## src/rtl/gcnt_pkg.sv

```systemverilog
package gcnt_pkg;

   // Structure of the Gray-to-binary converter.
   typedef enum int {
      CONV_CHAIN  = 0,  // serial XOR from the top bit down, depth WIDTH-1
      CONV_PREFIX = 1   // parallel prefix XOR, depth ceil(log2(WIDTH))
   } conv_e;

   localparam int MIN_WIDTH = 2;

endpackage

```

## src/rtl/gcnt_g2b.sv

```systemverilog
module gcnt_g2b
   import gcnt_pkg::*;
#(
   parameter int    WIDTH = 24,
   parameter conv_e CONV  = CONV_CHAIN
) (
   input  logic [WIDTH-1:0] gray_i,
   output logic [WIDTH-1:0] bin_o
);

   localparam int LEVELS = (WIDTH > 1) ? $clog2(WIDTH) : 1;

   generate
      if (CONV == CONV_CHAIN) begin : g_chain
         logic [WIDTH-1:0] acc;
         assign acc[WIDTH-1] = gray_i[WIDTH-1];
         for (genvar i = WIDTH - 2; i >= 0; i--) begin : g_bit
            assign acc[i] = gray_i[i] ^ acc[i+1];
         end
         assign bin_o = acc;
      end else begin : g_prefix
         logic [WIDTH-1:0] lvl [0:LEVELS];
         assign lvl[0] = gray_i;
         for (genvar k = 0; k < LEVELS; k++) begin : g_lvl
            localparam int SPAN = 1 << k;
            for (genvar i = 0; i < WIDTH; i++) begin : g_bit
               if (i + SPAN < WIDTH) begin : g_mix
                  assign lvl[k+1][i] = lvl[k][i] ^ lvl[k][i+SPAN];
               end else begin : g_pass
                  assign lvl[k+1][i] = lvl[k][i];
               end
            end
         end
         assign bin_o = lvl[LEVELS];
      end
   endgenerate

endmodule

```

## src/rtl/gcnt_b2g.sv

```systemverilog
module gcnt_b2g #(
   parameter int WIDTH = 24
) (
   input  logic [WIDTH-1:0] bin_i,
   output logic [WIDTH-1:0] gray_o
);

   generate
      for (genvar i = 0; i < WIDTH; i++) begin : g_bit
         if (i == WIDTH - 1) begin : g_top
            assign gray_o[i] = bin_i[i];
         end else begin : g_low
            assign gray_o[i] = bin_i[i] ^ bin_i[i+1];
         end
      end
   endgenerate

endmodule

```

## src/rtl/gcnt_step.sv

```systemverilog
module gcnt_step
   import gcnt_pkg::*;
#(
   parameter int    WIDTH = 24,
   parameter conv_e CONV  = CONV_CHAIN
) (
   input  logic [WIDTH-1:0] gray_i,
   output logic [WIDTH-1:0] bin_o,
   output logic [WIDTH-1:0] gray_next_o,
   output logic             full_o
);

   logic [WIDTH-1:0] cur_bin;
   logic [WIDTH-1:0] inc_bin;

   gcnt_g2b #(.WIDTH(WIDTH), .CONV(CONV)) u_dec (
      .gray_i (gray_i),
      .bin_o  (cur_bin)
   );

   always_comb begin
      inc_bin = cur_bin + WIDTH'(1);
   end

   gcnt_b2g #(.WIDTH(WIDTH)) u_enc (
      .bin_i  (inc_bin),
      .gray_o (gray_next_o)
   );

   assign bin_o  = cur_bin;
   assign full_o = &cur_bin;

endmodule

```

## src/rtl/gcnt_top.sv

```systemverilog
module gcnt_top
   import gcnt_pkg::*;
#(
   parameter int    WIDTH = 24,
   parameter conv_e CONV  = CONV_CHAIN
) (
   input  logic             clk,
   input  logic             rst,
   input  logic             cnt_en,
   output logic [WIDTH-1:0] gray_q,
   output logic [WIDTH-1:0] bin_q,
   output logic             at_last
);

   generate
      if (WIDTH < MIN_WIDTH) begin : g_bad_width
         $error("gcnt_top: WIDTH must be at least %0d", MIN_WIDTH);
      end
      if (CONV != CONV_CHAIN && CONV != CONV_PREFIX) begin : g_bad_conv
         $error("gcnt_top: unknown converter variant");
      end
   endgenerate

   logic [WIDTH-1:0] gray_r;
   logic [WIDTH-1:0] gray_nx;

   gcnt_step #(.WIDTH(WIDTH), .CONV(CONV)) u_step (
      .gray_i      (gray_r),
      .bin_o       (bin_q),
      .gray_next_o (gray_nx),
      .full_o      (at_last)
   );

   always_ff @(posedge clk) begin
      if (rst) begin
         gray_r <= '0;
      end else if (cnt_en) begin
         gray_r <= gray_nx;
      end
   end

   assign gray_q = gray_r;

endmodule

```

## config.mk

```make
export PLATFORM = sky130hd
export DESIGN_NAME = gcnt_top
export DESIGN_NICKNAME = d
export VERILOG_FILES = /design/src/rtl/gcnt_pkg.sv /design/src/rtl/gcnt_g2b.sv /design/src/rtl/gcnt_b2g.sv /design/src/rtl/gcnt_step.sv /design/src/rtl/gcnt_top.sv
export SDC_FILE = /design/constraint.sdc
export NUM_CORES = 1
export LEC_CHECK = 0
export ABC_AREA = 1
export CORE_MARGIN = 5
export CORE_UTILIZATION = 30
export DETAILED_ROUTE_END_ITERATION = 12
export PLACE_DENSITY = 0.56
export SLEW_MARGIN = 40
export SYNTH_ARGS = -nofsm -noshare
export SYNTH_HDL_FRONTEND = slang
export SYNTH_SLANG_ARGS = --single-unit
```

## constraint.sdc

```tcl
create_clock -name clk -period 12 [get_ports clk]
set_input_delay 1.2 -clock clk [delete_from_list [all_inputs] [get_ports clk]]
set_output_delay 1.2 -clock clk [all_outputs]
set_load 0.01 [all_outputs]
```

==> flow_metrics.tcl, run 1 <==
set metrics [dict create \
    status "complete, no violations" \
    grt_antenna_before_repair 0 \
    synth.avg_cell_area_um2 6.03 \
    cp_max_fo 6 \
    grt_pass1_wl_mm 10.8 \
    critPathMaxStageDelay_ns 0.52 \
    synthesis.area_um2 2260 \
    synth_top_area_share_pct 21.2 \
    fmax_mhz 88.5 \
    largest_reg_flops 23 \
    seq_area_um2 482 \
    synthToLayoutAreaGrowth_pct 32.8 \
    wire_per_inst_um 12.8 \
    skew_ns 0.00735 \
    worstMarginPinSlew_ns 0.533 \
    diodes 0 \
    num_rows 31 \
    netlist-cell-type-count 21 \
    overflow 0 \
    crit_slowest_cell "clkdlybuf4s50_1" \
    fin_nets 458 \
    hold_buffers 0 \
    fin_crit_sh_pct 94.1 \
    die_h_um 96.8 \
    final_common_cell "nand2_1" \
    layout_common_cells "120 x nand2_1, 80 x inv_1, 49 x clkdlybuf4s50_1, 35 x nand3_1" \
    clk_latency_ns 0.29 \
    hold_viol_final 0 \
    track_usage_pct 14.0 \
    yosysWarnings 0 \
    start_util_pct 31.0 \
    end_kind "primary output" \
    drc_errors 0 \
    post_dp_cell_area_um2 2840 \
    fillers 833 \
    io_pins 52 \
    drv_slew 0 \
    cts_root_buf "clkbuf_8" \
    min_period_ns 11.30 \
    grt_pass1_vias 2228 \
    portBuffers 51 \
    tritoncts "done" \
    vias 2365 \
    cts.sink_count 24 \
    htree_levels 1 \
    initialDrtViolationCount 129 \
    cp.required_ns 10.80 \
    synth_cells 375 \
    hold_path.class "reg2reg" \
    final_core_util_pct 41.2 \
    drive_above_1_share_pct 8.10 \
    synth_seq_cells 24 \
    cap_violations 0 \
    viasPerCell 4.45 \
    die_area_um2 9380 \
    synthTopCellsByArea "dfxtp_1 21%, nand2_1 20%, inv_1 13%" \
    firstDrtPassIters 4 \
    die_w_um 96.8 \
    hpwl_mm 5.18 \
    core_area_um2 7290 \
    postRouteAntennaNets 0 \
    worstSetupPathType "reg2out" \
    cts.clk_slew.worst_paths_ns 0.10 \
    start_kind "flip-flop" \
    final_cell_area_um2 3000 \
    grt_max_degree 26 \
    cts_buffers 3 \
    wl_mm 6.81 \
    path_common_cell "inv_1" \
    place_congestion 0.925 \
    multi_input_area_um2 1440 \
    max_slew_margin_pct 64.5 \
    ys_seq_area_share_pct 21.2 \
    setup_viol 0 \
    synthesis.nets 400 \
    worst_ep_arrival_time_ns 10.10 \
    synth_top_area_cell "dfxtp_1" \
    rr_worst_depth 59 \
    cts.path.max_buffers 2 \
    hold_depth 2 \
]
## layer usage
metal,GRT usage [%],vias to the layer above,share of wire [%]
met5,0,-,0
met4,4.64,0,1.7
met3,3.38,9,5.8
met2,23.4,54,45
met1,17.5,1025,48
li1,-,1277,-
## repair_timing
item | 4_1_cts | 5_1_grt
gates resized for setup | 0 | 3
buffers inserted | 0 | 10
setup endpoints to repair | 0 | 1
## critical path, delay by kind of cell, from the launching register on
| kind | cells | cell delay (ns) |
|---|---|---|
| buf+inv | 25 | 2.32 |
| flops | 1 | 0.38 |
| fa+ha+maj | 22 | 6.50 |
| simple gates | 5 | 0.60 |
## cell type report
| cell class | instances | share of cell area [%] |
|---|---|---|
| Clock inverter | 1 | 1.00 |
| Timing Repair Buffer | 61 | 19.2 |
| Multi-Input combinational cell | 261 | 48.1 |
| Sequential cell | 24 | 16.0 |
| Tap cell | 99 | 4.12 |
| Clock buffer | 3 | 1.37 |
| Inverter | 82 | 10.2 |
## per-stage QoR
| step | TNS (ns) | instances | setup slack (ns) | hold slack, ns |
|---|---|---|---|---|
| 2_1_floorplan | 0 | 375 | 0.860 | 0.545 |
| 3_3_place_gp | 0 | 516 | 0.914 | 0.548 |
| 3_5_place_dp | 0 | 516 | 0.784 | 0.536 |
| 4_1_cts | 0 | 520 | 0.398 | 0.555 |
| 5_1_grt | -0.00668 | 531 | -0.00668 | 0.583 |
| 6_report | 0 | 531 | 0.703 | 0.551 |
## synthesized netlist by cell type, drive strengths merged
master / number
o21ai: 4
nand2: 125
buf: 5
ha: 22
a211oi: 1
clkbuf: 4
xor2: 16
a21oi: 23
nor2: 20
inv: 82
dfxtp: 24
a311oi: 1
nand3: 37
nand4: 11
## cell families (layout without fill, tap and decap cells)
logic type | count (synthesis) | after routing | synth area share, %
AOI/OAI and AO/OA | 29 | 29 | 6.69
xor gates and xnor gates | 16 | 16 | 6.19
adders and majority gates | 22 | 22 | 12.2
buffers and inverters | 91 | 147 | 15.9
DFF | 24 | 24 | 21.2
and+or+nand+nor | 193 | 194 | 37.8
## path summary, 6_finish.rpt
check        startpoint          to  slack (ns)
max reg2reg  gray_q[23]  gray_q[16]        1.97
min           flip-flop   flip-flop        0.55
min reg2reg   flip-flop   flip-flop        0.55
max          gray_q[23]     at_last        0.70
Power of run 1 is left out: the tool's default activity adds up to more than one toggle a clock period on the data nets, which glitch-free logic cannot reach.
==> run 2: changes to the inputs <==
--- a/config.mk
+++ b/config.mk
@@ -9,6 +9,7 @@
 export CORE_MARGIN = 5
 export CORE_UTILIZATION = 30
 export DETAILED_ROUTE_END_ITERATION = 12
+export GPL_TIMING_DRIVEN = 0
 export PLACE_DENSITY = 0.56
 export SLEW_MARGIN = 40
 export SYNTH_ARGS = -nofsm -noshare
==> run 2 against run 1 <==
  * Largest cell class unchanged
  * Register-to-register slack gained 0.13 ns
  * Via count increased by 1.4%
  * Routed wire length up 1.2%
  * Sequential cell count did not move
  * Sequential share of layout area is essentially flat
  * Non-clock buffer count rose by 1
  * Clock skew decreased by 0.0052 ns
  * Setup slack improved by 0.19 ns
  * Die area did not move
  * First-iteration DRC count shrank 33%
  * Global-route usage is 0.98 points higher
==> flow_metrics.tcl, run 2 (synthesis results as in run 1) <==
set metrics [dict create \
    status "complete, no violations" \
    crit_start "gray_q[23]" \
    hold_viol_final 0 \
    tritoncts "done" \
    initialDrtViolationCount 87 \
    start_kind "flip-flop" \
    seq_area_um2 484 \
    worst_slack_ns 0.896 \
    wire_per_inst_um 13.0 \
    critical_path.top_delay_family "adder cells" \
    multi_input_area_um2 1460 \
    portBuffers 51 \
    postRouteAntennaNets 0 \
    rr_worst_depth 54 \
    io_pins 52 \
    place_congestion 0.935 \
    r2r_end "gray_q[10]" \
    fmax_mhz 90.1 \
    hpwl_mm 5.71 \
    cp_max_fo 10 \
    pre_cts_ws_ns 0.537 \
    layout_common_cells "120 x nand2_1, 80 x inv_1, 50 x clkdlybuf4s50_1, 35 x nand3_1" \
    dp.cells 525 \
    drive_above_1_share_pct 7.18 \
    worstMarginPinSlew_ns 0.582 \
    synthToLayoutAreaGrowth_pct 33.9 \
    crit_slowest_cell "dfxtp_4" \
    num_rows 31 \
    diodes 0 \
    die_area_um2 9380 \
    die_w_um 96.8 \
    start_util_pct 31.0 \
    cts_buffers 3 \
    grt_max_degree 15 \
    reg2reg_slack_ns 2.10 \
    cts.path.max_buffers 2 \
    grt_antenna_before_repair 0 \
    grt_pass1_vias 2353 \
    htree_levels 1 \
    hold_buffers 0 \
    final_cells 531 \
    path_buf_inv 26 \
    cts.sink_count 24 \
    setup_viol 0 \
    viasPerCell 4.52 \
    wl_mm 6.89 \
    cp.required_ns 10.80 \
    die_h_um 96.8 \
    clk_latency_ns 0.28 \
    tns_ns 0 \
    track_usage_pct 15.0 \
    core_area_um2 7290 \
    critPathMaxStageDelay_ns 0.38 \
    drv_slew 0 \
    vias 2398 \
    max_slew_margin_pct 61.2 \
    worstSetupPathType "reg2out" \
    largest_reg_flops 23 \
    hold_path.class "reg2reg" \
    worst_ep_arrival_time_ns 9.90 \
    grt_pass1_wl_mm 11.6 \
    firstDrtPassIters 4 \
    drc_errors 0 \
    skew_ns 0.00217 \
    fin_crit_sh_pct 92.5 \
    min_period_ns 11.10 \
    hold_depth 2 \
    overflow 0 \
    cts.clk_slew.worst_paths_ns 0.10 \
    cts_root_buf "clkbuf_8" \
    fin_nets 458 \
    cap_violations 0 \
    fillers 832 \
    end_kind "primary output" \
    rsz0062_at_grt "false" \
    regToRegStartpoint "gray_q[23]" \
    final_common_cell "nand2_1" \
    path_common_cell "inv_1" \
]
==> run 2: worst max-delay path by stage <==
stage	depth (start not counted)	end	slack, ns
floorplan	52	at_last	0.86
global placement	53	at_last	0.63
detailed placement	53	at_last	0.54
CTS	53	at_last	0.17
global route	53	at_last	0.15
finish	53	at_last	0.90
==> run 2: layout make-up <==
| type | instances | area share, % |
|---|---|---|
| well taps | 99 | 4.09 |
| clock inverters | 1 | 0.991 |
| clock buffers | 3 | 1.36 |
| flip-flops and latches | 24 | 16.0 |
| repair buffers | 53 | 17.4 |
| multi-input cells | 260 | 48.3 |
| inverters | 82 | 10.2 |
| plain buffers | 9 | 1.69 |
==> run 2: tightest hold or removal path, delay by kind of cell (launching register included) <==
family	cells	cell delay [ns]
compound gates	2	0.16
flops	1	0.34
==> run 2: per-stage QoR <==
| step | instance area (µm²) | util, % | hold WS [ns] |
|---|---|---|---|
| floorplan | 2260 | - | 0.545 |
| global placement | 2900 | 39.7 | 0.528 |
| detailed placement | 2900 | 39.7 | 0.531 |
| CTS | 2970 | 40.7 | 0.542 |
| global route | 3030 | 41.5 | 0.615 |
| finish | 3030 | 41.5 | 0.542 |
==> run 2: timing repair <==
action	CTS	global route
endpoints found under the setup margin	0	1
buffers inserted	0	2
resized for setup	0	7
==> run 2: per-layer routing <==
metal	vias up	global-route usage (%)	wire length (µm)
met4	0	3.89	99
met5	-	0	0
met1	1070	19.3	3340
met3	10	2.88	217
met2	44	25.4	3240
li1	1274	-	-
Power of run 2 is left out for the same reason.
